==> src/rtl/gated_evt_counter.sv <==
module gated_evt_counter #(
  parameter int WIDTH = 32,
  parameter int NSRC  = 6,
  parameter int SELW  = 3
) (
  input  logic             clk,
  input  logic             rst_n,
  input  logic [NSRC-1:0]  src_i,
  input  logic [SELW-1:0]  src_sel,
  input  logic             edge_fall,
  input  logic             acq_en,
  input  logic             gate_i,
  input  logic [1:0]       gate_mode,
  input  logic             cpl_en,
  input  logic             cpl_gate,
  input  logic             cpl_clr,
  input  logic             acq_clr,
  input  logic             host_clr,
  output logic [WIDTH-1:0] count_o
);

  localparam logic [WIDTH-1:0] MAXV = {WIDTH{1'b1}};

  logic [NSRC-1:0] meta_q, sync_q, prev_q;
  logic [NSRC-1:0] edges;
  logic            hit, gate_ok, qual, clr;
  logic [WIDTH-1:0] cnt_q;

  always_ff @(posedge clk or negedge rst_n) begin
    if (!rst_n) begin
      meta_q <= '0;
      sync_q <= '0;
      prev_q <= '0;
    end else begin
      meta_q <= src_i;
      sync_q <= meta_q;
      prev_q <= sync_q;
    end
  end

  assign edges = edge_fall ? (~sync_q & prev_q) : (sync_q & ~prev_q);

  always_comb begin
    hit = 1'b0;
    for (int i = 0; i < NSRC; i++)
      if (src_sel == SELW'(i)) hit = edges[i];
  end

  always_comb begin
    case (gate_mode)
      2'd1:    gate_ok = !gate_i;
      2'd2:    gate_ok = gate_i;
      default: gate_ok = 1'b1;
    endcase
  end

  assign qual = hit && (!cpl_en || acq_en) && (!cpl_gate || gate_ok);
  assign clr  = host_clr || (cpl_clr && acq_clr);

  always_ff @(posedge clk or negedge rst_n) begin
    if (!rst_n)                     cnt_q <= '0;
    else if (clr)                   cnt_q <= '0;
    else if (qual && cnt_q != MAXV) cnt_q <= cnt_q + 1'b1;
  end

  assign count_o = cnt_q;

  AST_RESET_ZERO: assert property (@(posedge clk) $rose(rst_n) |-> count_o == '0);
  AST_HOST_CLEAR: assert property (@(posedge clk) disable iff (!rst_n)
    host_clr |=> count_o == '0);
  AST_ACQ_CLEAR: assert property (@(posedge clk) disable iff (!rst_n)
    (cpl_clr && acq_clr) |=> count_o == '0);
  AST_STEP_ONE: assert property (@(posedge clk) disable iff (!rst_n)
    !clr |=> (count_o == $past(count_o) || count_o == $past(count_o) + 1'b1));
  AST_SAT_HOLD: assert property (@(posedge clk) disable iff (!rst_n)
    (count_o == MAXV && !clr) |=> count_o == MAXV);
  AST_OFF_SILENT: assert property (@(posedge clk) disable iff (!rst_n)
    (src_sel >= SELW'(NSRC) && !clr) |=> $stable(count_o));
  AST_EN_FREEZE: assert property (@(posedge clk) disable iff (!rst_n)
    (cpl_en && !acq_en && !clr) |=> $stable(count_o));
  AST_GATE_BLOCK: assert property (@(posedge clk) disable iff (!rst_n)
    (cpl_gate && gate_mode == 2'd1 && gate_i && !clr) |=> $stable(count_o));

endmodule

==> config.mk <==
export PLATFORM = sky130hd
export DESIGN_NAME = gated_evt_counter
export DESIGN_NICKNAME = d
export VERILOG_FILES = /design/src/rtl/gated_evt_counter.sv
export SDC_FILE = /design/constraint.sdc
export NUM_CORES = 1
export LEC_CHECK = 0
export CAP_MARGIN = 20
export CORE_MARGIN = 2
export CORE_UTILIZATION = 40
export DETAILED_ROUTE_END_ITERATION = 7
export PLACE_DENSITY = 0.77
export SETUP_SLACK_MARGIN = 0.2
export SLEW_MARGIN = 20
export SYNTH_ARGS = -nofsm -noshare
export SYNTH_HDL_FRONTEND = slang
export SYNTH_SLANG_ARGS = --single-unit
==> constraint.sdc <==
create_clock -name clk -period 2.64 [get_ports clk]
set_input_delay 0.528 -clock clk [delete_from_list [all_inputs] [get_ports clk]]
set_output_delay 0.528 -clock clk [all_outputs]
set_load 0.02 [all_outputs]
; After elaboration in Yosys (flattened, before gate mapping)
; Index checks and enable logic that the tools add are counted.
[op_classes]
n_mul = 0
order_cmp = 0
n_reduce_logical = 12
mux = 10
n_shift = 0
div_mod_pow = 0
n_addsub = 1
n_bitwise = 4
n_eq_ne = 8
[op_table]
columns = operator, n
row1 = two-way mux 32 bit, 2
row2 = "adder 32 x 1 -> 32 bit, second input constant", 1
row3 = "inequality test 32 bit, second input constant", 1
row4 = bitwise AND 6 bit, 2
row5 = inverter 6 bit, 2
row6 = "== test 3 x 2 -> 1 bit, second input constant", 2
row7 = "== test 3 bit, second input constant", 2
row8 = two-way mux 1 bit, 6
row9 = two-way mux 6 bit, 1
row10 = logical AND 1 bit, 4
row11 = "== test 3 x 1 -> 1 bit, second input constant", 1
row12 = zero test 1 bit, 3
row13 = zero test 3 bit, 1
row14 = logical OR 1 bit, 3
row15 = "== test 2 x 1 -> 1 bit, second input constant", 1
row16 = "== test 2 bit, second input constant", 1
row17 = one-hot mux 1 bit (2 select lines), 1
row18 = nonzero test 2 bit, 1
[word_totals]
latch_bits = 0
mem_count = 0
register_bits = 50
in_bits = 21
mem_bits_rw = 0
romBits = 0
output_inout_bits = 32
elab_cells = 39

; Logic depth before layout (Yosys ltp)
[depth]
ltp_word = 14
depth_mapped = 10
ltp_nobuf = 8

; Worst setup path after synthesis
; OpenSTA, ideal clock, no wires.
[synth_timing]
path_type = in2reg
startpoint = in src_sel[1]
endpoint = reg cnt_q[13], in the netlist count_o[13]
path_stages = 7
path_slack_ns = 0.100
required_ns = 2.515
arrival_ns = 2.415
n_path_buf = 2
setup_ns = 0.125
cell_sequence = clkbuf_1 o311a_1 o211a_1 a311o_1 buf_2 nor4_1 mux2_2
[synth_via]
elab_chain_len = 11
word_cells_on_any_way = 16
classes_between = 5 x eq/ne / 6 x mux / 5 x reduce/logical
[synth_rtl]
columns = element, line_no
row1 = start: declaration, 9  ; input logic [SELW-1:0] src_sel,
row2 = zero test 3 bit, 46  ; if (src_sel == SELW'(i)) hit = edges[i];
row3 = two-way mux 1 bit (5 in series), 46
row4 = two-way mux 1 bit *, 46
row5 = logical AND 1 bit * (2 in series), 57  ; assign qual = hit && (!cpl_en || acq_en) && (!cpl_gate || gate_ok);
row6 = logical AND 1 bit *, 63  ; else if (qual && cnt_q != MAXV) cnt_q <= cnt_q + 1'b1;
row7 = nonzero test 2 bit (no source line) *, --
row8 = end signal: assignment, 63
row9 = end: declaration, 27  ; logic [WIDTH-1:0] cnt_q;
; Mark *: on every way between the ends. The rest lies on a longest branch, timed or not.
; A chain may end at the register's enable or synchronous reset.

; Worst setup path after layout
[layout_timing]
startpoint = in edge_fall
endpoint = reg cnt_q[1], in the netlist count_o[1]
[layout_via]
elab_chain_len = 11
[layout_rtl]
columns = element, line_no
row1 = start: declaration, 10  ; input logic edge_fall,
row2 = two-way mux 6 bit *, 41  ; assign edges = edge_fall ? (~sync_q & prev_q) : (sync_q & ~prev_q);
row3 = two-way mux 1 bit (5 in series), 46
row4 = two-way mux 1 bit *, 46
row5 = logical AND 1 bit * (2 in series), 57
row6 = logical AND 1 bit *, 63
row7 = nonzero test 2 bit (no source line) *, --
; Marked as above.

==> metrics.csv <==
stage,metric,value,unit
floorplanning,fp-row-count,29,
cells_and_area,drive_gt1_share,25.5,%
clock_tree,cts-root-buf,clkbuf_8,
drt,wl_per_cell,18.1,µm
global_routing,antenna_found_initial,0,
sta,period_needed,2.49,ns
sta,fin_worst_skew,0.0106,ns
outcome,status,completed,
worst_setup_path,crit_cells,9,
worst_setup_path,rr_startpoint,count_o[15]$_DFFE_PN0P_,
clock_tree,cts.sinks,50,
sta,drv_slew,0,
global_routing,grt_usage,20.3,%
run,max_cap_viol_count,0,
min_path,hp-class,input pin to async pin,
synth,synth-seq-cells,50,
floorplanning,design.core.area,0.00628,mm²
power,total_power,1.59,mW
clock_tree,ctsHtreeMaxLevel,2,
global_routing,first_global_vias,2506,
power,peakVddDrop,0.278,mV
synth,synth-edff-count,0,
sta,timing.final.hold_violations,0,
clock_tree,cts_hold_buffers,0,
sta,tns,0,ns
worst_setup_path,crit-reg2reg-capture,count_o[6]$_DFFE_PN0P_,
clock_tree,cts_made_buffers,5,
synth,ys.flop_type,dfrtp_1,
cells_and_area,n_antenna_cell,0,
worst_setup_path,crit_end,count_o[1]$_DFFE_PN0P_,
cells_and_area,area_growth,47.0,%
worst_setup_path,reg2regPathDepth,7,
worst_setup_path,startpoint,edge_fall,
global_routing,grt_pass1_wl,11.8,mm
worst_setup_path,max_stage_delay,0.40,ns
worst_setup_path,worst-path-buf-inv,3,
synth,synthArstFlopShare,100,%
worst_setup_path,cp_common_cell,or3_1,
cells_and_area,fin_area,0.00377,mm²
floorplanning,die-area,0.00707,mm²
clock_tree,path_clk_slew,0.09,ns
sta,fin_ws,0.148,ns
worst_setup_path,path_delay_family,simple AND/OR/NAND/NOR gates,
floorplanning,initial_core_util,40.9,%
worst_setup_path,crit_slowest_cell,or3_1,
place,pre_cts_ws,-0.438,ns
sta,fmax,401,MHz
worst_setup_path,path_cells,buf_2 -> buf_4 -> or3_1 -> or3_1 -> a32o_1 -> nand2_8 -> bufbuf_16 -> o21ai_0 -> a21oi_1,
cells_and_area,finish.utilization,60.1,%
worst_setup_path,start_kind,input pin,
global_routing,grt_overflow,0,
floorplanning,die_h,84.1,µm
worst_setup_path,ff2ff_setup_slack,0.23,ns
drt,antenna_left,0,
place,place_area,0.00330,mm²
sta,tightest_slew,0.627,ns
synth,syn-num-nets,288,
place,gp_congestion,0.766,
sta,grt_setup_unrepaired,yes,
power,p_leak,1.50,nW
clock_tree,cts_tree,built,
synth,synthCells,264,
drt,drc,0,
drt,vias,2639,
synth,ys.warnings.count,0,
clock_tree,clk_path_buf_depth,2,
drt,drtIter0Drc,242,
clock_tree,clk_latency,0.31,ns
floorplanning,dieWidth,84.1,µm
drt,wl,7.65,mm
worst_setup_path,end_kind,flop,
synth,seq_area_frac_synth,48.8,%
drt,via_per_inst,6.25,
worst_setup_path,crit_fanout,26,
sta,period_share,94.4,%
floorplanning,io_pins,53,
sta,setup_viol,0,
synth,syn_avg_cell_area,9.72,µm²
cells_and_area,nets,368,
worst_setup_path,arrival,2.72,ns
power,power_density,422,mW/mm²
worst_setup_path,crit_type,input pin to flop,
synth,synth_area,0.00256,mm²
synth,ys_types,41,
worst_setup_path,cp.required,2.87,ns
global_routing,grt_max_degree,51,
place,port_buffers,52,
sta,max_slew_margin,58.2,%
place,hpwl,4.37,mm
drt,dr.pass1.iters,5,
==> flip-flops by register name (all words and copies together), names as in the netlist <==
name	count
prev_q	6
sync_q	6
meta_q	6
count_o	32
==> cells in the final DEF (no fill, tap or decap), types with 6 or more instances in the layout <==
cell              n
nand4_1           6
and3_1            7
o31ai_2           6
inv_1             6
a21oi_2          11
clkdlybuf4s50_1  45
buf_4            28
buf_6             6
nand2_1          13
o31ai_1          18
or4_1            14
dfrtp_1          49
a21oi_1          19
or4_4            12
nor2_1           10
nand3_1          22
==> worst min-delay path by stage <==
stage                   startpoint                     end  slack, ns
2_1_floorplan                rst_n  count_o[0]$_DFFE_PN0P_       0.23
3_3_place_gp   meta_q[3]$_DFF_PN0_     sync_q[3]$_DFF_PN0_       0.33
3_5_place_dp   meta_q[5]$_DFF_PN0_     sync_q[5]$_DFF_PN0_       0.33
4_1_cts                      rst_n  count_o[5]$_DFFE_PN0P_       0.35
5_1_grt        meta_q[5]$_DFF_PN0_     sync_q[5]$_DFF_PN0_       0.36
6_report                     rst_n     meta_q[3]$_DFF_PN0_       0.32
==> worst reg2reg max path: cells and delay by family (launching register included) <==
family / cells / cell delay (ns)
simple gates: 4 / 1.16
compound gates: 2 / 0.61
flops: 1 / 0.42
buf+inv: 1 / 0.17
==> metal layers <==
metal / wire, µm / share of wire, % / global-route usage [%] / vias to the layer above
li1: - / - / - / 1191
met1: 3190 / 42 / 28.7 / 1298
met2: 3700 / 48 / 31.8 / 129
met3: 583 / 7.6 / 3.76 / 21
met4: 164 / 2.1 / 6.16 / 0
met5: 0 / 0 / 0 / -
==> per-stage QoR <==
stage          cells  hold slack [ns]
6_report         422            0.318
3_3_place_gp     399            0.334
5_1_grt          422            0.362
4_1_cts          415            0.350
2_1_floorplan    264            0.232
3_5_place_dp     399            0.335
==> cells in the mapped netlist (all sizes together) (4+ instances only) <==
cell type / n / area share (%)
a21oi: 30 / 5.9
and3: 7 / 1.7
buf: 6 / 1.3
clkbuf: 11 / 1.7
dfrtp: 50 / 49
inv: 6 / 0.88
nand2: 15 / 2.2
nand3: 22 / 4.3
nand3b: 4 / 1.2
nand4: 6 / 1.5
nor2: 10 / 1.5
o21ai: 5 / 0.98
o31ai: 24 / 7.0
or3: 6 / 1.5
or4: 26 / 7.6
==> timing repair <==
item / in CTS / in global routing
pin swaps: 39 / 14
cloned: 5 / 3
endpoints found under the setup margin: 31 / 31
setup buffers: 3 / 4
resized for setup: 22 / 42
==> cell type report <==
type / instances / area [µm²]
fillers: 503 / 2510
multi-input cells: 191 / 1400
flip-flops and latches: 50 / 1250
repair buffers: 90 / 888
well taps: 77 / 96.3
clock buffers: 5 / 68.8
clock inverters: 3 / 40.0
inverters: 6 / 22.5
==> logic make-up (layout without fill, tap and decap cells) <==
family	after synthesis	in the layout	synth area share, %
AND/OR/NAND/NOR	112	112	26.0
AO/OA/AOI/OAI	73	73	18.7
flip-flops	50	50	48.8
buffers and inverters	23	104	3.85
adder cells (fa/ha/maj)	3	3	1.46
multiplexers	3	3	1.22
==> power breakdown <==
part / switching (mW) / leakage, nW / total, mW / internal [mW]
combinational: 0.145 / 0.787 / 0.265 / 0.120
sequential: 0.00959 / 0.655 / 0.790 / 0.781
clock: 0.259 / 0.0579 / 0.538 / 0.279
total: 0.413 / 1.50 / 1.59 / 1.18
(Power assumes the default switching activity.)
